File: src/rtl/seq_alu_pkg.sv
package seq_alu_pkg;

   typedef enum logic [1:0] {
      OP_ADD = 2'b00,
      OP_SUB = 2'b01,
      OP_MUL = 2'b10,
      OP_CMP = 2'b11
   } alu_op_e;

   localparam int OPC_W  = 2;
   localparam int DIR_W  = 1;

   // Compare codes for a result of width w
   function automatic logic [63:0] cmp_code(input int gt, input int eq);
      if (gt != 0)      return 64'd1;
      else if (eq != 0) return 64'd0;
      else              return '1;
   endfunction

endpackage

File: src/rtl/sqa_pc_ctrl.sv
module sqa_pc_ctrl #(
   parameter int PROG_DEPTH = 8,
   localparam int PCW = (PROG_DEPTH > 1) ? $clog2(PROG_DEPTH) : 1
) (
   input  logic           clk,
   input  logic           rst_n,
   input  logic           step_i,
   output logic [PCW-1:0] pc_o,
   output logic           fire_o,
   output logic           done_o
);

   localparam logic [PCW-1:0] LAST_PC = PCW'(PROG_DEPTH - 1);

   logic [PCW-1:0] pc_q;
   logic           done_q;

   assign fire_o = step_i & ~done_q;

   always_ff @(posedge clk or negedge rst_n) begin
      if (!rst_n) begin
         pc_q   <= '0;
         done_q <= 1'b0;
      end else if (fire_o) begin
         if (pc_q == LAST_PC) begin
            done_q <= 1'b1;
         end else begin
            pc_q <= pc_q + PCW'(1);
         end
      end
   end

   assign pc_o   = pc_q;
   assign done_o = done_q;

endmodule

File: src/rtl/sqa_alu.sv
module sqa_alu
   import seq_alu_pkg::*;
#(
   parameter int OPW      = 4,
   parameter int MUL_IMPL = 0,
   localparam int RESW    = 2 * OPW
) (
   input  logic [OPW-1:0]  a_i,
   input  logic [OPW-1:0]  b_i,
   input  alu_op_e         op_i,
   output logic [RESW-1:0] res_o
);

   logic [RESW-1:0] a_ext;
   logic [RESW-1:0] b_ext;
   logic [RESW-1:0] prod;
   logic [RESW-1:0] cmp_res;

   assign a_ext = RESW'(a_i);
   assign b_ext = RESW'(b_i);

   generate
      if (MUL_IMPL == 0) begin : g_mul_op
         assign prod = a_ext * b_ext;
      end else begin : g_mul_shift_add
         logic [RESW-1:0] acc [OPW+1];
         assign acc[0] = '0;
         for (genvar gi = 0; gi < OPW; gi++) begin : g_pp
            logic [RESW-1:0] pp;
            assign pp          = b_i[gi] ? (a_ext << gi) : '0;
            assign acc[gi + 1] = acc[gi] + pp;
         end
         assign prod = acc[OPW];
      end
   endgenerate

   always_comb begin
      if (a_i > b_i)       cmp_res = RESW'(1);
      else if (a_i == b_i) cmp_res = '0;
      else                 cmp_res = '1;
   end

   always_comb begin
      unique case (op_i)
         OP_ADD:  res_o = a_ext + b_ext;
         OP_SUB:  res_o = a_ext - b_ext;
         OP_MUL:  res_o = prod;
         default: res_o = cmp_res;
      endcase
   end

endmodule

File: src/rtl/sqa_res_ram.sv
module sqa_res_ram #(
   parameter int DW = 8,
   parameter int AW = 8,
   localparam int DEPTH = 1 << AW
) (
   input  logic          clk,
   input  logic          rst_n,
   input  logic          we_i,
   input  logic          re_i,
   input  logic [AW-1:0] addr_i,
   input  logic [DW-1:0] wdata_i,
   output logic [DW-1:0] rdata_o,
   output logic          rvalid_o
);

   logic [DW-1:0] store [DEPTH];

   always_ff @(posedge clk) begin
      if (we_i) begin
         store[addr_i] <= wdata_i;
      end
   end

   always_ff @(posedge clk or negedge rst_n) begin
      if (!rst_n) begin
         rdata_o  <= '0;
         rvalid_o <= 1'b0;
      end else begin
         rvalid_o <= re_i;
         if (re_i) begin
            rdata_o <= store[addr_i];
         end
      end
   end

endmodule

File: src/rtl/seq_alu_top.sv
module seq_alu_top
   import seq_alu_pkg::*;
#(
   parameter int OPW        = 4,
   parameter int ADDRW      = 8,
   parameter int PROG_DEPTH = 8,
   parameter int MUL_IMPL   = 0,
   localparam int IW        = 2 * OPW + OPC_W + DIR_W + ADDRW,
   localparam int RESW      = 2 * OPW,
   parameter logic [PROG_DEPTH*IW-1:0] PROG_IMAGE = {
      19'b0000_0000_00_0_00000100,
      19'b0000_0000_00_0_00000011,
      19'b0000_0000_00_0_00000010,
      19'b0000_0000_00_0_00000001,
      19'b0111_0010_00_1_00000100,
      19'b0111_0010_11_1_00000011,
      19'b0111_0010_10_1_00000010,
      19'b0111_0010_01_1_00000001
   }
) (
   input  logic            clk,
   input  logic            rst_n,
   input  logic            step_i,
   output logic [RESW-1:0] rd_data_o,
   output logic            rd_valid_o,
   output logic            done_o
);

   localparam int PCW     = (PROG_DEPTH > 1) ? $clog2(PROG_DEPTH) : 1;
   localparam int ADDR_LO = 0;
   localparam int DIR_BIT = ADDRW;
   localparam int OPC_LO  = ADDRW + DIR_W;
   localparam int B_LO    = OPC_LO + OPC_W;
   localparam int A_LO    = B_LO + OPW;

   generate
      if (PROG_DEPTH < 8) begin : g_chk_depth
         $error("seq_alu_top: PROG_DEPTH must be at least 8");
      end
      if (OPW < 2 || OPW > 16) begin : g_chk_opw
         $error("seq_alu_top: OPW out of range 2..16");
      end
      if (ADDRW < 1 || ADDRW > 12) begin : g_chk_addrw
         $error("seq_alu_top: ADDRW out of range 1..12");
      end
      if (MUL_IMPL != 0 && MUL_IMPL != 1) begin : g_chk_mul
         $error("seq_alu_top: MUL_IMPL must be 0 or 1");
      end
   endgenerate

   logic [PCW-1:0]   pc;
   logic             fire;
   logic [IW-1:0]    instr;
   logic [OPW-1:0]   opa;
   logic [OPW-1:0]   opb;
   alu_op_e          op;
   logic             dir_wr;
   logic [ADDRW-1:0] addr;
   logic [RESW-1:0]  alu_res;

   sqa_pc_ctrl #(
      .PROG_DEPTH(PROG_DEPTH)
   ) u_pc (
      .clk    (clk),
      .rst_n  (rst_n),
      .step_i (step_i),
      .pc_o   (pc),
      .fire_o (fire),
      .done_o (done_o)
   );

   // program ROM lookup
   always_comb begin
      instr = '0;
      for (int k = 0; k < PROG_DEPTH; k++) begin
         if (pc == PCW'(k)) begin
            instr = PROG_IMAGE[k*IW +: IW];
         end
      end
   end

   assign opa    = instr[A_LO +: OPW];
   assign opb    = instr[B_LO +: OPW];
   assign op     = alu_op_e'(instr[OPC_LO +: OPC_W]);
   assign dir_wr = instr[DIR_BIT];
   assign addr   = instr[ADDR_LO +: ADDRW];

   sqa_alu #(
      .OPW      (OPW),
      .MUL_IMPL (MUL_IMPL)
   ) u_alu (
      .a_i   (opa),
      .b_i   (opb),
      .op_i  (op),
      .res_o (alu_res)
   );

   sqa_res_ram #(
      .DW (RESW),
      .AW (ADDRW)
   ) u_ram (
      .clk      (clk),
      .rst_n    (rst_n),
      .we_i     (fire & dir_wr),
      .re_i     (fire & ~dir_wr),
      .addr_i   (addr),
      .wdata_i  (alu_res),
      .rdata_o  (rd_data_o),
      .rvalid_o (rd_valid_o)
   );

endmodule

File: config.mk
export PLATFORM = sky130hd
export DESIGN_NAME = seq_alu_top
export DESIGN_NICKNAME = d
export VERILOG_FILES = /design/src/rtl/seq_alu_pkg.sv /design/src/rtl/sqa_pc_ctrl.sv /design/src/rtl/sqa_alu.sv /design/src/rtl/sqa_res_ram.sv /design/src/rtl/seq_alu_top.sv
export SDC_FILE = /design/constraint.sdc
export NUM_CORES = 1
export LEC_CHECK = 0
export ABC_AREA = 1
export BUFFER_PORTS_ARGS = -buffer_cell sky130_fd_sc_hd__buf_2
export CORE_ASPECT_RATIO = 0.5
export CORE_MARGIN = 1.5
export CORE_UTILIZATION = 60
export CTS_CLUSTER_DIAMETER = 200
export CTS_CLUSTER_SIZE = 12
export DETAILED_ROUTE_END_ITERATION = 6
export GPL_TIMING_DRIVEN = 0
export PLACE_DENSITY = 0.82
export REMOVE_ABC_BUFFERS = 1
export SETUP_SLACK_MARGIN = 0.15
export SLEW_MARGIN = 0
export SYNTH_ARGS = -nofsm -noshare
export SYNTH_HDL_FRONTEND = slang
export SYNTH_SLANG_ARGS = --single-unit
export TNS_END_PERCENT = 50
File: constraint.sdc
create_clock -name clk -period 3.6 [get_ports clk]
set_clock_uncertainty 0.05 [all_clocks]
set_input_delay 0.54 -clock clk [delete_from_list [all_inputs] [get_ports clk]]
set_output_delay 0.54 -clock clk [all_outputs]
set_load 0.02 [all_outputs]
---- Word level (Yosys, flattened, before mapping) ----
Memory sizes are Yosys's and may differ from the RTL's. A register that Yosys moved wholly into a read port is not among the register bits.
Cells that the tools add are included.
word-level totals
  memories kept ........................... 1
  register bits after elaboration ......... 5
  memory bits (writable) .................. 2,048
  input port bits ......................... 3
  logic and storage cells ................. 43
memories
  name         depth  width  read ports  clocked after memory_dff  write ports  RTL line           source
  u_ram.store  256    8      1           1                         1            sqa_res_ram.sv:16  logic [DW-1:0] store [DEPTH];
operators by class
  bitwise operators ....................... 6
  reductions and logical operators ........ 5
  add/subtract/negate cells ............... 3
  equal/unequal tests ..................... 10
  magnitude comparators ................... 1
  multiply operators ...................... 1
  muxes and demuxes ....................... 13
operators by type and width
  cell                                                             number
  19-bit two-way mux                                               7
  8-bit case mux with 3 select lines                               1
  18-bit two-way mux                                               1
  8-bit two-way mux                                                2
  3-bit == test, second input constant                             4
  4-bit by 4-bit multiplier with 8-bit output                      1
  3-bit by 2-bit == test with 1-bit output, second input constant  2
  4-bit by 4-bit adder with 5-bit output                           1
  4-bit by 4-bit subtractor with 5-bit output                      1
  4-bit == test                                                    1
  4-bit > comparator                                               1
  2-bit AND reduction                                              2
  3-bit by 1-bit adder with 3-bit output, second input constant    1
  1-bit bitwise AND                                                3
  3-bit by 1-bit == test with 1-bit output, second input constant  1
  3-bit logical NOT                                                1
  1-bit NOT                                                        3
  2-bit by 1-bit == test with 1-bit output, second input constant  1
  2-bit == test, second input constant                             1
  2-bit logical NOT                                                1
  1-bit two-way mux                                                2
  1-bit logical NOT                                                1

---- Longest topological paths before layout ----
Gate-level depths: netlist (run 1).
  depth after elaboration ................. 13
  depth in mapped cells ................... 16

---- Cells and area by module ----
Synthesis (run 1) repeated with hierarchy kept, for this count alone.
unflattened totals
  cells, all modules ...................... 7,747
  area total of the unflattened synthesis .. 84,979.0 um^2
by module, submodules not included
  module       area each (um^2)  cells an instance  instances
  sqa_res_ram  83,801.6          7,571              1
  sqa_alu      910.9             138                1
  sqa_pc_ctrl  201.4             22                 1
  seq_alu_top  65.1              16                 1

---- Least setup slack after synthesis (run 1) ----
No wires, ideal clock.
  kind .................................... flip-flop to flip-flop
  start ................................... reg u_pc.pc_q[0] (netlist: u_pc.pc_o[0])
  end ..................................... mem u_ram.store[7][0] (enable)
  arrival time ............................ 1.908 ns
  stages on the path, launching flop included .. 9
  slack ................................... 1.281 ns
  period minus slack after synthesis ...... 2.319 ns
  path through ............................ dfrtp_1 -> ha_1 -> ha_1 -> inv_2 -> buf_2 -> nand2_1 -> nor2_1 -> nand3_1 -> nor3_1
between the ends
  cells in the longest elaborated chain, start to end .. 12
  elaborated cells between the ends (all ways) .. 19
  those cells by class .................... eq/ne: 7; mux: 10; bitwise: 1; reduce/logical: 1
ends and longest elaborated chain
  element                                  RTL line            source
  start: declaration                       sqa_pc_ctrl.sv:15   logic [PCW-1:0] pc_q;
  start signal: assignment                 sqa_pc_ctrl.sv:28   pc_q <= pc_q + PCW'(1);
  3-bit logical NOT                        seq_alu_top.sv:76   if (pc == PCW'(k)) begin
  18-bit two-way mux                       seq_alu_top.sv:76
  19-bit two-way mux (6 in a row)          seq_alu_top.sv:76
  19-bit two-way mux (*)                   seq_alu_top.sv:76
  1-bit bitwise AND                        seq_alu_top.sv:104  .we_i (fire & dir_wr),
  1-bit two-way mux                        sqa_res_ram.sv:19   if (we_i) begin
  1-bit two-way mux (implied by the code)  sqa_res_ram.sv:20   store[addr_i] <= wdata_i;
  end: declaration                         sqa_res_ram.sv:16
Every way passes the cells marked *; elsewhere a longest branch is shown, timed or not.

---- Worst setup path in the final report (run 1) ----
  start ................................... reg u_pc.pc_q[1] (netlist: u_pc.pc_o[1])
  end ..................................... mem u_ram.store[0][2] (enable)
The elaborated chain is that of the path after synthesis.

==> metrics.txt, run 1 <==
# TYPE chip_impl_metric gauge
chip_impl_metric{name="syn_area_per_cell",unit="um2"} 9.46
chip_impl_info{name="clock_tree.root_cell",value="clkbuf_8"} 1
chip_impl_metric{name="dp_hpwl",unit="um"} 3070
chip_impl_metric{name="maxSlewViolCount",unit=""} 0
chip_impl_metric{name="initial_drt_pass_iterations",unit=""} 7
chip_impl_metric{name="setup_violations",unit=""} 0
chip_impl_metric{name="syn_to_final_growth",unit="%"} 7.17
chip_impl_metric{name="die-height",unit="um"} 43.9
chip_impl_metric{name="ant_nets",unit=""} 0
chip_impl_metric{name="worst_slew_margin_rel",unit="%"} 50.7
chip_impl_metric{name="postLayoutCoreUtil",unit="%"} 69.3
chip_impl_metric{name="clock.fmax",unit="MHz"} 340
chip_impl_metric{name="layout-drive-gt1-share",unit="%"} 10.4
chip_impl_metric{name="met1_usage",unit="%"} 32.4
chip_impl_metric{name="yosys_warnings",unit=""} 0
chip_impl_metric{name="io_pins",unit=""} 13
chip_impl_metric{name="io_buffers",unit=""} 8
chip_impl_metric{name="netlist_instances",unit=""} 212
chip_impl_info{name="result_of_the_run",value="finished with violations"} 1
chip_impl_metric{name="rows",unit=""} 14
chip_impl_metric{name="die_footprint",unit="um2"} 3720
chip_impl_metric{name="maxCapViolations",unit=""} 0
chip_impl_metric{name="final_area",unit="um2"} 2150
chip_impl_metric{name="routabilityCongestion",unit=""} 0.953
chip_impl_metric{name="cp.required",unit="ns"} 3.47
chip_impl_metric{name="vdd.ir_drop.worst",unit="uV"} 357
chip_impl_metric{name="antenna_found_initial",unit=""} 0
chip_impl_metric{name="detailedRoute.firstIterationViolations",unit=""} 178
chip_impl_info{name="rsz0062_at_grt",value="no"} 1
chip_impl_info{name="worst_r2r_startpoint",value="u_pc.pc_o[1]$_DFFE_PN0P_"} 1
chip_impl_info{name="grt-busiest-layer",value="met2"} 1
chip_impl_metric{name="post_synth_edffs",unit=""} 32
chip_impl_metric{name="num-nets-final",unit=""} 231
chip_impl_metric{name="worstPathArrival",unit="ns"} 2.81
chip_impl_metric{name="fp.dieW",unit="um"} 84.8
chip_impl_info{name="synth_top_flop_cell",value="edfxtp_1"} 1
chip_impl_metric{name="clkSlewWorstSetupHoldPaths",unit="ns"} 0.09
chip_impl_info{name="synth.top_cells.by_count",value="50 x nand2_1, 39 x nand3_1, 32 x edfxtp_1, 32 x inv_1, 13 x nor2_1"} 1
chip_impl_metric{name="synth_seq_cells",unit=""} 41
chip_impl_metric{name="final_total_negative_setup_slack",unit="ns"} 0
chip_impl_metric{name="dpl_cell_area",unit="um2"} 2040
chip_impl_metric{name="floorplan.core_area",unit="um2"} 3100
chip_impl_info{name="hold_path_class",value="in2async"} 1
chip_impl_info{name="crit_path_start_kind",value="flip-flop"} 1
chip_impl_metric{name="first_global_vias",unit=""} 1466
chip_impl_info{name="criticalPathCategory",value="reg2reg"} 1
chip_impl_metric{name="grt_first_pass_wirelength",unit="um"} 6850
chip_impl_metric{name="grt_max_degree",unit=""} 21
chip_impl_metric{name="final.min_clock_period",unit="ns"} 2.94
chip_impl_info{name="synth.area.top_cells",value="edfxtp_1 48%, dfrtp_1 11%, nand3_1 9.7%"} 1
chip_impl_metric{name="detail_route.wirelength",unit="um"} 4400
chip_impl_metric{name="antenna-diode-count",unit=""} 0
chip_impl_metric{name="postCtsResizedCells",unit=""} 0
chip_impl_metric{name="starting_utilization_of_the_core_area",unit="%"} 64.7
chip_impl_metric{name="synth_sequential_area_ratio",unit="%"} 59.1
chip_impl_metric{name="postCtsSetupRepairBufs",unit=""} 0
chip_impl_metric{name="gr-usage-met2",unit="%"} 41.8
chip_impl_info{name="tritoncts",value="done"} 1
chip_impl_metric{name="max_slew.worst_pin.slew",unit="ns"} 0.737
chip_impl_metric{name="avgViaCountPerCell",unit=""} 5.80
chip_impl_metric{name="timing.reg2reg.worst_path_depth",unit=""} 7
chip_impl_metric{name="grtUsageTotal",unit="%"} 25.9
chip_impl_metric{name="power.density_cell_area",unit="nW/um2"} 991
chip_impl_metric{name="yosys.cell_types.count",unit=""} 19
chip_impl_info{name="synth_largest_area_cell",value="edfxtp_1"} 1
chip_impl_metric{name="clock-sinks",unit=""} 41
chip_impl_metric{name="detail_route.drc_violations",unit=""} 1
chip_impl_metric{name="regToRegSetupSlack",unit="ns"} 0.66
chip_impl_metric{name="tritoncts_buffers",unit=""} 5
chip_impl_metric{name="postSynth.asyncResetShare",unit="%"} 22.0
chip_impl_metric{name="clock_tree.htree_level_count",unit=""} 2
chip_impl_info{name="synth.most_common_cell",value="nand2_1"} 1
chip_impl_metric{name="cp_max_fo",unit=""} 20
chip_impl_metric{name="finalHoldViolCount",unit=""} 0
chip_impl_metric{name="clockBufferDepth",unit=""} 2
chip_impl_metric{name="route.vias.total",unit=""} 1520
chip_impl_info{name="worstReg2RegEnd",value="u_ram.store[0][2]$_DFFE_PP_"} 1
chip_impl_metric{name="wl_per_cell",unit="um"} 16.8
chip_impl_metric{name="clock_latency_on_the_worst_skew_pair",unit="ns"} 0.29
chip_impl_metric{name="ctsHoldBuffers",unit=""} 0
chip_impl_metric{name="layout_worst_path_cycle_share",unit="%"} 81.7
chip_impl_info{name="failed_checks",value="design-rule violations"} 1
chip_impl_metric{name="globalRoute.totalOverflow",unit=""} 0
chip_impl_metric{name="synth_largest_type_area_fraction",unit="%"} 47.9
chip_impl_metric{name="fillerInstances",unit=""} 215
chip_impl_metric{name="met3_usage",unit="%"} 8.57
chip_impl_metric{name="cellLeakagePower",unit="nW"} 1.00
chip_impl_metric{name="synth_area",unit="um2"} 2010
chip_impl_info{name="crit_path_end_kind",value="flip-flop"} 1
## final cells by class
class / count / area [um2] / share of cell area (%)
sequential: 41 / 1190 / 55.2
multi-input combinational: 127 / 624 / 29.0
timing repair buffer: 8 / 40.0 / 1.86
tap: 40 / 50.0 / 2.33
clock buffer: 6 / 72.6 / 3.38
inverter: 38 / 143 / 6.64
clock inverter: 2 / 33.8 / 1.57
## sequential cells by signal, indices dropped and copies added (netlist names)
signal and flops:
u_ram.store 32, u_ram.rdata_o 4, u_pc.pc_o 3, u_pc.done_o 1, u_ram.rvalid_o 1
## kinds of logic after synthesis
kind of cell / synth area share [%]
simple gates: 24.0
buf+inv: 10.3
flops: 59.1
fa+ha+maj: 4.37
compound gates: 1.62
xor+xnor: 0.437
other cells: 0.187
## per-stage QoR
step / std cells / total power [W] / hold WS [ns] / setup WS [ns]
after floorplan: 206 / 0.00143 / 0.194 / 1.29
after global placement: 254 / 0.00170 / 0.344 / 0.818
after detailed placement: 254 / 0.00174 / 0.349 / 0.758
after CTS: 262 / 0.00210 / 0.0373 / 0.739
after global routing: 262 / 0.00225 / 0.0375 / 0.514
final: 262 / 0.00213 / 0.0257 / 0.659
## report_power, final
part | internal [W] | switching, W
clock network | 0.000205 | 0.000153
registers | 0.000700 | 0.0000466
logic | 0.000258 | 0.000768
total | 0.00116 | 0.000968
## cells in the final DEF (no fill, tap or decap), drive strengths merged
cell type | synthesis | routed
nand2 | 53 | 53
nand3 | 39 | 39
inv | 38 | 38
edfxtp | 32 | 32
nor2 | 13 | 13
dfrtp | 9 | 9
buf | 9 | 8
ha | 7 | 7
clkbuf | 0 | 6
nor3 | 4 | 4
conb | 1 | 4
o21ai | 3 | 3
a21oi | 2 | 2
xor2 | 1 | 1
o21bai | 1 | 1
clkinv | 0 | 1
bufinv | 0 | 1
## how the worst max path moves through the flow
| stage | from | to | slack (ns) | cells after the start |
|---|---|---|---|---|
| 2_1_floorplan | u_pc.pc_o[0]$_DFFE_PN0P_ | u_ram.store[7][0]$_DFFE_PP_ | 1.29 | 7 |
| 3_3_place_gp | u_pc.pc_o[0]$_DFFE_PN0P_ | u_ram.store[5][2]$_DFFE_PP_ | 0.82 | 7 |
| 3_5_place_dp | u_pc.pc_o[0]$_DFFE_PN0P_ | u_ram.store[6][2]$_DFFE_PP_ | 0.76 | 7 |
| 4_1_cts | u_pc.pc_o[0]$_DFFE_PN0P_ | u_ram.store[6][2]$_DFFE_PP_ | 0.74 | 7 |
| 5_1_grt | u_pc.pc_o[0]$_DFFE_PN0P_ | u_ram.store[6][2]$_DFFE_PP_ | 0.51 | 7 |
| 6_report | u_pc.pc_o[1]$_DFFE_PN0P_ | u_ram.store[0][2]$_DFFE_PP_ | 0.66 | 7 |
## critical path, cell delays in order, from the launching register on
cell and delay, ns:
dfrtp_1 0.46, ha_1 0.36, ha_1 0.28, inv_2 0.31
nand2_1 0.10, nor2_1 0.15, nand3_1 0.27, nor3_1 0.59
## metal layers
metal | part of all wire (%) | vias up
li1 | - | 687
met1 | 40 | 694
met2 | 44 | 113
met3 | 12 | 26
met4 | 4.0 | 0
met5 | 0 | -
Power figures use the tool's default switching activity.
==> run 2, diff against run 1 <==
Settings changed: CORE_UTILIZATION 60 to 53, PLACE_DENSITY 0.82 to 0.77.
Clock period 3.6 ns to 2.7 ns, I/O delays scaled along.
==> run 2 against run 1 <==
Against the previous run: the flow now finishes without violations; clock power grew 15%; die area grew 12%; highest routed layer unchanged; fmax grew 23%; first-iteration DRC count shrank 45%; cell area grew 4.1%; critical endpoint is now u_ram.store[5][0]$_DFFE_PP_; non-clock buffer count grew 1; combinational power grew 39%.
==> metrics.txt, run 2 (same netlist as run 1, synthesis figures left out) <==
# TYPE chip_impl_metric gauge
chip_impl_metric{name="die_footprint",unit="um2"} 4180
chip_impl_metric{name="clock_latency_on_the_worst_skew_pair",unit="ns"} 0.30
chip_impl_info{name="crit_path_end_kind",value="flip-flop"} 1
chip_impl_metric{name="dp_hpwl",unit="um"} 2720
chip_impl_metric{name="routabilityCongestion",unit=""} 0.839
chip_impl_metric{name="cellLeakagePower",unit="nW"} 1.03
chip_impl_metric{name="io_buffers",unit=""} 8
chip_impl_metric{name="antenna_found_initial",unit=""} 0
chip_impl_info{name="result_of_the_run",value="finished, final reports clean"} 1
chip_impl_metric{name="wl_per_cell",unit="um"} 14.6
chip_impl_metric{name="final.min_clock_period",unit="ns"} 2.38
chip_impl_metric{name="clock.fmax",unit="MHz"} 420
chip_impl_metric{name="starting_utilization_of_the_core_area",unit="%"} 56.8
chip_impl_metric{name="avgViaCountPerCell",unit=""} 5.21
chip_impl_info{name="rsz0062_at_grt",value="no"} 1
chip_impl_metric{name="clock-sinks",unit=""} 41
chip_impl_metric{name="rows",unit=""} 15
chip_impl_metric{name="grt_first_pass_wirelength",unit="um"} 6260
chip_impl_metric{name="finalHoldViolCount",unit=""} 0
chip_impl_metric{name="die-height",unit="um"} 46.5
chip_impl_metric{name="layout-drive-gt1-share",unit="%"} 17.0
chip_impl_metric{name="initial_drt_pass_iterations",unit=""} 4
chip_impl_metric{name="detailedRoute.firstIterationViolations",unit=""} 98
chip_impl_metric{name="cp_max_fo",unit=""} 20
chip_impl_info{name="clock_tree.root_cell",value="clkbuf_8"} 1
chip_impl_metric{name="fillerInstances",unit=""} 273
chip_impl_metric{name="maxCapViolations",unit=""} 0
chip_impl_metric{name="grtUsageTotal",unit="%"} 20.9
chip_impl_metric{name="fin_ws",unit="ns"} 0.317
chip_impl_metric{name="area_occupied_by_multi_input_gates",unit="um2"} 702
chip_impl_metric{name="tritoncts_buffers",unit=""} 5
chip_impl_metric{name="floorplan.core_area",unit="um2"} 3530
chip_impl_metric{name="globalRoute.totalOverflow",unit=""} 0
chip_impl_metric{name="power.density_cell_area",unit="nW/um2"} 1260
chip_impl_metric{name="fp.dieW",unit="um"} 90.0
chip_impl_metric{name="antenna-diode-count",unit=""} 0
chip_impl_info{name="hold_path_class",value="in2reg"} 1
chip_impl_info{name="crit_path_start_kind",value="flip-flop"} 1
chip_impl_metric{name="met2RoutedLength",unit="um"} 1750
chip_impl_metric{name="vdd.ir_drop.worst",unit="uV"} 392
chip_impl_metric{name="num-nets-final",unit=""} 232
chip_impl_metric{name="ant_nets",unit=""} 0
chip_impl_metric{name="clock_tree.htree_level_count",unit=""} 2
chip_impl_metric{name="detailed_route_wirelength_on_metal3",unit="um"} 361
chip_impl_metric{name="layout_worst_path_cycle_share",unit="%"} 88.3
chip_impl_metric{name="hold_path_depth",unit=""} 3
chip_impl_info{name="most_common_library_cell_in_the_layout_ignoring_fill_and_taps",value="nand2_1"} 1
chip_impl_metric{name="clockBufferDepth",unit=""} 2
chip_impl_metric{name="detail_route.wirelength",unit="um"} 4000
chip_impl_info{name="commonest_non_fill_non_tap_cells_in_the_layout",value="50 x nand2_1, 38 x nand3_1, 32 x inv_1, 32 x edfxtp_1, 9 x dfrtp_1"} 1
chip_impl_metric{name="setup_violations",unit=""} 0
chip_impl_metric{name="syn_to_final_growth",unit="%"} 11.5
chip_impl_info{name="registers.top_by_ff_count",value="u_ram.store"} 1
chip_impl_metric{name="grt_max_degree",unit=""} 21
chip_impl_metric{name="route.vias.total",unit=""} 1428
chip_impl_metric{name="wire_length_on_met1",unit="um"} 1850
chip_impl_info{name="criticalPathCategory",value="reg2reg"} 1
chip_impl_metric{name="sequential_cell_area",unit="um2"} 1190
chip_impl_metric{name="cp.required",unit="ns"} 2.63
chip_impl_metric{name="first_global_vias",unit=""} 1296
chip_impl_metric{name="totalPowerFinal",unit="W"} 0.00283
chip_impl_metric{name="clkSlewWorstSetupHoldPaths",unit="ns"} 0.09
chip_impl_metric{name="post-place-ws",unit="ns"} -0.157
chip_impl_metric{name="dpl.cell_count",unit=""} 265
chip_impl_info{name="highest_layer",value="met4"} 1
chip_impl_metric{name="flip_flop_count_of_the_largest_register_after_layout",unit=""} 32
chip_impl_metric{name="detail_route.drc_violations",unit=""} 0
chip_impl_info{name="tritoncts",value="done"} 1
chip_impl_metric{name="timing.reg2reg.worst_path_depth",unit=""} 7
chip_impl_metric{name="fin_hold_ws",unit="ns"} 0.303
chip_impl_metric{name="final_cell_count_no_fill",unit=""} 274
chip_impl_metric{name="maxSlewViolCount",unit=""} 0
chip_impl_metric{name="io_pins",unit=""} 13
chip_impl_metric{name="worstPathArrival",unit="ns"} 2.32
## run 2: final timing paths
check,start,to,slack (ns)
worst max-delay path,u_pc.pc_o[0]$_DFFE_PN0P_,u_ram.store[5][0]$_DFFE_PP_,0.32
worst min-delay path,step_i,u_pc.done_o$_DFFE_PN0P_,0.30
worst max register to register,u_pc.pc_o[0]$_DFFE_PN0P_,u_ram.store[5][0]$_DFFE_PP_,0.32
worst min register to register,u_ram.rdata_o[2]$_DFFE_PN0P_,u_ram.rdata_o[2]$_DFFE_PN0P_,0.44
max in group asynchronous,rst_n,u_pc.pc_o[2]$_DFFE_PN0P_,1.99
min in group asynchronous,rst_n,u_ram.rdata_o[2]$_DFFE_PN0P_,0.43
## run 2: cell type report
type | count | share of cell area [%]
timing repair buffer | 9 | 2.24
multi-input combinational | 127 | 31.4
clock buffer | 5 | 3.08
clock inverter | 3 | 0.951
inverter | 38 | 6.49
tap | 51 | 2.85
sequential | 41 | 53.0
## run 2: repair_timing
item | in CTS | in global routing
hold buffers | 1 | 0
gates resized for setup | 15 | 4
endpoints found under the setup margin | 32 | 48
hold endpoints to repair | 9 | 0
pin swaps | 0 | 1
setup buffers | 0 | 0
## run 2: routing by layer
metal  GRT usage (%)  up-vias
li1                -      696
met1            28.7      664
met5               0        -
met2            33.4       64
met3            6.44        4
met4            5.08        0
## run 2: stage by stage
stage,cell area [um2],utilization (%),TNS [ns]
2_1_floorplan,1950,-,0
3_3_place_gp,2060,58.3,-0.401
3_5_place_dp,2060,58.3,-1.87
4_1_cts,2230,63.1,0
5_1_grt,2240,63.4,0
6_report,2240,63.4,0
## run 2: where the power goes
part	internal, W	total (W)	switching [W]
sequential	0.000932	0.000990	0.0000582
combinational	0.000365	0.00143	0.00106
clock	0.000183	0.000410	0.000227
total	0.00148	0.00283	0.00135
## run 2: worst max-delay path: stages (launching register included)
cell	delay, ns
dfrtp_1	0.44
ha_2	0.29
ha_1	0.25
inv_4	0.21
nand2_1	0.11
nor2_2	0.19
nand3_4	0.21
nor3_4	0.32
